===== config.mk =====
export PLATFORM = sky130hd
export DESIGN_NAME = csum_engine
export DESIGN_NICKNAME = d
export VERILOG_FILES = /design/src/rtl/csum_pkg.sv /design/src/rtl/csum_addr_gen.sv /design/src/rtl/csum_accum.sv /design/src/rtl/csum_engine.sv
export SDC_FILE = /design/constraint.sdc
export NUM_CORES = 1
export LEC_CHECK = 0
export BUFFER_PORTS_ARGS = -buffer_cell sky130_fd_sc_hd__buf_2
export CAP_MARGIN = 5
export CORE_UTILIZATION = 58
export DETAILED_ROUTE_END_ITERATION = 7
export PLACE_DENSITY_LB_ADDON = 0.25
export REMOVE_ABC_BUFFERS = 1
export SLEW_MARGIN = 20
export SYNTH_ARGS = -nofsm -noshare
export SYNTH_HDL_FRONTEND = slang
export SYNTH_SLANG_ARGS = --single-unit

===== constraint.sdc =====
create_clock -name clk -period 5.2 [get_ports clk]
set_input_delay 0.52 -clock clk [delete_from_list [all_inputs] [get_ports clk]]
set_output_delay 0.52 -clock clk [all_outputs]
set_load 0.1 [all_outputs]

===== src/rtl/csum_pkg.sv =====
package csum_pkg;

    localparam int SUM_W = 16;

    // One's-complement addition: carry out of bit 15 is folded back into bit 0.
    function automatic logic [SUM_W-1:0] oc_add(input logic [SUM_W-1:0] a,
                                                input logic [SUM_W-1:0] b);
        logic [SUM_W:0] s;
        s = {1'b0, a} + {1'b0, b};
        return s[SUM_W-1:0] + {{(SUM_W-1){1'b0}}, s[SUM_W]};
    endfunction

endpackage


===== src/rtl/csum_addr_gen.sv =====
module csum_addr_gen #(
    parameter int AW = 13
) (
    input  logic          clk,
    input  logic          rst_n,
    input  logic          launch,
    input  logic          abort,
    input  logic [AW-1:0] first_addr,
    input  logic [AW-1:0] last_addr,
    output logic          rd_en,
    output logic [AW-1:0] rd_addr,
    output logic          rd_last
);

    typedef struct packed {
        logic          active;
        logic [AW-1:0] addr;
        logic [AW-1:0] stop;
    } walk_t;

    walk_t walk_d, walk_q;
    logic  at_end;

    assign at_end  = walk_q.addr == walk_q.stop;
    assign rd_en   = walk_q.active;
    assign rd_addr = walk_q.addr;
    assign rd_last = walk_q.active && at_end;

    always_comb begin
        walk_d = walk_q;
        if (abort) begin
            walk_d.active = 1'b0;
        end else if (launch) begin
            walk_d.active = 1'b1;
            walk_d.addr   = first_addr;
            walk_d.stop   = last_addr;
        end else if (walk_q.active) begin
            if (at_end) walk_d.active = 1'b0;
            else        walk_d.addr   = walk_q.addr + AW'(1);
        end
    end

    always_ff @(posedge clk) begin
        if (!rst_n) walk_q <= '0;
        else        walk_q <= walk_d;
    end

    // consecutive reads step the address by one
    assert_addr_step_R3: assert property (@(posedge clk) disable iff (!rst_n)
        (rd_en && !rd_last && !abort) |=> (rd_en && rd_addr == $past(rd_addr) + AW'(1)));

    // a run ends right after its last read
    assert_stop_after_last_R3: assert property (@(posedge clk) disable iff (!rst_n)
        (rd_last && !launch) |=> !rd_en);

endmodule


===== src/rtl/csum_accum.sv =====
module csum_accum
    import csum_pkg::*;
(
    input  logic             clk,
    input  logic             rst_n,
    input  logic             clear,
    input  logic             abort,
    input  logic             rd_en,
    input  logic             rd_last,
    input  logic [7:0]       rd_data,
    output logic             sum_fin,
    output logic [SUM_W-1:0] sum_val
);

    typedef struct packed {
        logic             vld;
        logic             last;
        logic             odd;
        logic [7:0]       hi;
        logic [SUM_W-1:0] acc;
        logic             fin;
    } acc_t;

    acc_t acc_d, acc_q;

    assign sum_fin = acc_q.fin;
    assign sum_val = acc_q.acc;

    always_comb begin
        acc_d      = acc_q;
        acc_d.fin  = 1'b0;
        acc_d.vld  = rd_en;
        acc_d.last = rd_last;
        if (abort) begin
            acc_d.vld  = 1'b0;
            acc_d.last = 1'b0;
        end else begin
            if (clear) begin
                acc_d.acc = '0;
                acc_d.odd = 1'b0;
            end
            if (acc_q.vld) begin
                if (!acc_q.odd) begin
                    if (acc_q.last) begin
                        acc_d.acc = oc_add(acc_q.acc, {rd_data, 8'h00});
                        acc_d.fin = 1'b1;
                    end else begin
                        acc_d.hi  = rd_data;
                        acc_d.odd = 1'b1;
                    end
                end else begin
                    acc_d.acc = oc_add(acc_q.acc, {acc_q.hi, rd_data});
                    acc_d.odd = 1'b0;
                    acc_d.fin = acc_q.last;
                end
            end
        end
    end

    always_ff @(posedge clk) begin
        if (!rst_n) acc_q <= '0;
        else        acc_q <= acc_d;
    end

    // completion follows a data beat and lasts one cycle
    assert_fin_after_beat_R8: assert property (@(posedge clk) disable iff (!rst_n)
        sum_fin |-> ($past(acc_q.vld) && $past(acc_q.last)));

    assert_fin_pulse_R8: assert property (@(posedge clk) disable iff (!rst_n)
        sum_fin |=> !sum_fin);

endmodule


===== src/rtl/csum_engine.sv =====
module csum_engine
    import csum_pkg::*;
#(
    parameter int AW = 13
) (
    input  logic          clk,
    input  logic          rst_n,
    input  logic [AW-1:0] win_start,
    input  logic [AW-1:0] win_end,
    input  logic          sum_enable,
    input  logic          go_set,
    input  logic          go_clr,
    input  logic          irq_ack,
    output logic          mem_rd_en,
    output logic [AW-1:0] mem_rd_addr,
    input  logic [7:0]    mem_rd_data,
    output logic          go_busy,
    output logic          irq_flag,
    output logic [7:0]    sum_lo,
    output logic [7:0]    sum_hi
);

    typedef struct packed {
        logic             run;
        logic             irq;
        logic [SUM_W-1:0] result;
    } ctl_t;

    ctl_t             ctl_d, ctl_q;
    logic             launch;
    logic             abort;
    logic             rd_last;
    logic             sum_fin;
    logic [SUM_W-1:0] sum_val;

    assign launch = go_set && sum_enable && !ctl_q.run && !go_clr;
    assign abort  = go_clr && ctl_q.run;

    csum_addr_gen #(.AW(AW)) u_walk (
        .clk        (clk),
        .rst_n      (rst_n),
        .launch     (launch),
        .abort      (abort),
        .first_addr (win_start),
        .last_addr  (win_end),
        .rd_en      (mem_rd_en),
        .rd_addr    (mem_rd_addr),
        .rd_last    (rd_last)
    );

    csum_accum u_acc (
        .clk     (clk),
        .rst_n   (rst_n),
        .clear   (launch),
        .abort   (abort),
        .rd_en   (mem_rd_en),
        .rd_last (rd_last),
        .rd_data (mem_rd_data),
        .sum_fin (sum_fin),
        .sum_val (sum_val)
    );

    always_comb begin
        ctl_d = ctl_q;
        if (irq_ack) ctl_d.irq = 1'b0;
        if (launch) begin
            ctl_d.run = 1'b1;
        end else if (abort) begin
            ctl_d.run = 1'b0;
        end else if (sum_fin && ctl_q.run) begin
            ctl_d.run    = 1'b0;
            ctl_d.irq    = 1'b1;
            ctl_d.result = ~sum_val;
        end
    end

    always_ff @(posedge clk) begin
        if (!rst_n) ctl_q <= '0;
        else        ctl_q <= ctl_d;
    end

    assign go_busy  = ctl_q.run;
    assign irq_flag = ctl_q.irq;
    assign sum_lo   = ctl_q.result[7:0];
    assign sum_hi   = ctl_q.result[SUM_W-1:8];

    // a run only starts with checksum mode enabled
    assert_start_needs_enable_R2: assert property (@(posedge clk) disable iff (!rst_n)
        $rose(go_busy) |-> $past(sum_enable));

    // reads only happen while the run bit is set
    assert_read_in_run_R10: assert property (@(posedge clk) disable iff (!rst_n)
        mem_rd_en |-> go_busy);

    // busy ends only on completion or abort
    assert_busy_end_cause_R8: assert property (@(posedge clk) disable iff (!rst_n)
        $fell(go_busy) |-> ($past(go_clr) || $past(sum_fin)));

    // the flag rises only on completion
    assert_irq_on_done_R9: assert property (@(posedge clk) disable iff (!rst_n)
        $rose(irq_flag) |-> ($past(sum_fin) && $fell(go_busy)));

    // result changes only at completion
    assert_result_hold_R10: assert property (@(posedge clk) disable iff (!rst_n)
        !sum_fin |=> $stable({sum_hi, sum_lo}));

endmodule


==> results.md <==
* Fin nets at 794
* Layout cells sized above 1 at 16.8%
* ANT cells at 0
* Vias per inst at 6.25
* CP Class: reg -> reg
* Outcome: finished clean
* Filler Cell Count at 783
* Max incr delay on CP at 0.45 ns
* Min-delay worst type: in -> reg
* Global-route wire length before repair at 24.2 mm
* Number of DRC markers in iteration 0 at 552
* Placed wire-length estimate at 11.0 mm
* Design Power at 1.22 mW
* Clock Latency Late Sink at 0.37 ns
* GRT Overall Usage at 31.9%
* Root buffer cell: clkbuf_8
* Cells after Synth at 684
* Drt pass-1 iters at 5
* Number of core rows at 34
* VDD IR-drop max at 147 µV
* Hold Fails Final Rpt at 0
* Synth Area in Compound Gates at 25.3%
* Clk slew on worst S/H paths at 0.10 ns
* Initial Utilization at 60.0%
* Synth Area in Adders at 7.70%
* Syn-to-layout area delta at 9.00%
* Top cells by area, synth: dfxtp_1 (28%), ha_1 (6.9%), nand2_1 (6.9%)
* Crit-path leading delay family: compound AO/OA/AOI/OAI gates
* Post-CTS Resized at 0
* Tcrit/Tclk final at 81.9%
* Mapped Avg Cell Area at 7.65 µm²
* Die area at 9400 µm²
* Die Y-Extent at 97.0 µm
* Final Slew Violations at 0
* Synth top area share at 27.9%
* WL per Instance at 17.6 µm
* Total gr overflow at 0
* Post-synthesis xor/xnor area fraction at 8.47%
* Final worst path period need at 4.26 ns
* Simple-Gate Fraction of Synth Area at 24.3%
* CTS tree: built
* Slew at the pin closest to its max-slew limit at 0.910 ns
* Most common cell in the synthesized netlist: nand2_1
* Startpoint types: register
* Post-CTS setup buffer count at 0
* P per Cell Area at 213 nW/µm²
* Warnings from Yosys at 0
* Die Wd at 97.0 µm
* Max Cap Viol at 0
* Final wirelength at 14.7 mm
* Final setup fails at 0
* FMAX at 0.235 GHz
* Hold-fix buffers, CTS at 0
* Crit end category: register
* WP buf/inv at 0
* Placed inst area at 5510 µm²
* # DRC at 0
* Core area at 8720 µm²
* Final Cell Area at 5700 µm²
* PortBufs at 71
* Post-DRT Antenna Nets at 0
* RSZ-0062 raised after global routing: no
* Crit path cell chain: ha_1 -> fa_1 -> a211oi_2 -> o21ai_1 -> nand3_1 -> o311ai_4 -> o21ai_0 -> a21boi_0 -> o21ai_0 -> nand2b_1 -> ha_1 -> ha_1 -> nand2_1 -> nor3_1 -> nand3_2 -> nor3_4 -> nand3_1 -> a211oi_1 -> o21a_1
* Largest family of logic cells by synthesized area: compound AO/OA/AOI/OAI gates
* Post-synth cell types at 71
* Routability Congestion at 1.05
* Leakage at 2.31 nW
* Total number of vias at 5,225
* Largest net degree at the start of global routing at 68
* FFs w/ async S/R, synth at 0%
* Sequential area share after synthesis at 27.9%
* TNS Setup at 0 ns
* Setup Skew at 0.0243 ns
* Primary FF master, synth: dfxtp_1
* Initial antenna violation count at 0
* Number of synthesized flops with an enable pin at 0
* CTS Buf Count at 9
* Max clock buf depth at 2
* Number of global-route vias before repair at 4,888
* Ports at 72
* Most frequent cells after synthesis: nand2_1 (96), nor2_1 (85), dfxtp_1 (73)
* Clk sinks at 73
* Worst path most repeated cell: ha_1
* Slew HR at 39.3%
* Slowest cell on crit path: dfxtp_1
* Required @ worst endpoint at 5.50 ns
* H-Tree Depth at 3
* Synthesized area at 5230 µm²
* Cell taking the most area after synthesis: dfxtp_1
* Critical path arrival at 4.55 ns
* CP max FO at 5
* Number of synthesized register bits at 73
* Post-synthesis mux area share at 0.383%
-- per-stage QoR --
stage / setup WS, ns / utilization, % / std cells / hold slack, ns
4_1_cts: 1.02 / 65.3 / 836 / 0.384
5_1_grt: 0.674 / 65.4 / 836 / 0.390
3_3_place_gp: 0.967 / 63.2 / 820 / 0.450
2_1_floorplan: 0.770 / - / 639 / 0.440
3_5_place_dp: 0.881 / 63.2 / 820 / 0.457
6_report: 0.943 / 65.4 / 836 / 0.390
-- worst paths after layout --
| check | from | end | slack [ns] | depth (start not counted) |
|---|---|---|---|---|
| setup / recovery | u_acc.sum_val[0] | u_acc.sum_val[12] | 0.94 | 19 |
| hold / removal | win_end[6] | u_walk.walk_q[6] | 0.39 | 3 |
| setup reg to reg | u_acc.sum_val[0] | u_acc.sum_val[12] | 0.94 | 19 |
| hold reg to reg | u_acc.acc_q[23] | u_acc.acc_q[23] | 0.47 | 2 |
-- state kept, by name, indices dropped and copies added (netlist names) --
signal          cells
u_walk.rd_en        1
u_walk.walk_q      13
sum_lo              8
u_walk.rd_addr     13
u_acc.sum_val      16
irq_flag            1
sum_hi              8
go_busy             1
u_acc.sum_fin       1
u_acc.acc_q        11
-- where the power goes --
part | internal [mW] | switching (mW) | leakage (nW)
registers | 0.570 | 0.0176 | 0.590
logic | 0.0627 | 0.135 | 1.64
clock network | 0.181 | 0.250 | 0.0848
total | 0.814 | 0.403 | 2.31
-- metal layers --
metal | global-route usage, % | share of wire [%]
met3 | 4.77 | 8.5
met4 | 11.7 | 2.7
met1 | 44.1 | 44
met2 | 50.2 | 44
met5 | 0 | 0
-- kinds of logic (layout without fill, tap and decap cells) --
logic type	count (synthesis)	after routing
flops	73	73
buf+inv	62	106
mux	2	2
fa+ha+maj	31	31
simple gates	274	274
compound gates	194	194
xor+xnor	48	48
-- layout by cell type, fill, tap and decap left out, types with 4 or more instances in the layout --
cell type	n
dfxtp_1	73
inv_1	16
clkbuf_8	9
xnor2_1	22
xor2_1	23
nand2b_1	6
a21o_1	5
a211oi_1	23
nand4_1	9
nor3_1	16
a21oi_1	68
ha_1	29
buf_2	71
nor2b_1	6
nor4_1	4
nand3_1	20
o21a_1	4
and3_1	5
a22oi_1	5
nor2_1	84
o22ai_1	11
nand2_1	96
o211ai_1	6
a31oi_1	7
o21ai_0	27
-- area by class of cell --
| class | count | area (µm²) | share of cell area [%] |
|---|---|---|---|
| clock buffer | 9 | 124 | 2.17 |
| clock inverter | 7 | 60.1 | 1.05 |
| multi-input combinational | 549 | 3480 | 61.1 |
| inverter | 17 | 65.1 | 1.14 |
| tap | 108 | 135 | 2.37 |
| timing repair buffer | 73 | 370 | 6.50 |
| sequential | 73 | 1460 | 25.6 |
-- tightest hold or removal path, cell delays in order --
cell and delay, ns:
buf_2 0.09, nand2_1 0.04, a21oi_1 0.05
(Power assumes the default switching activity.)
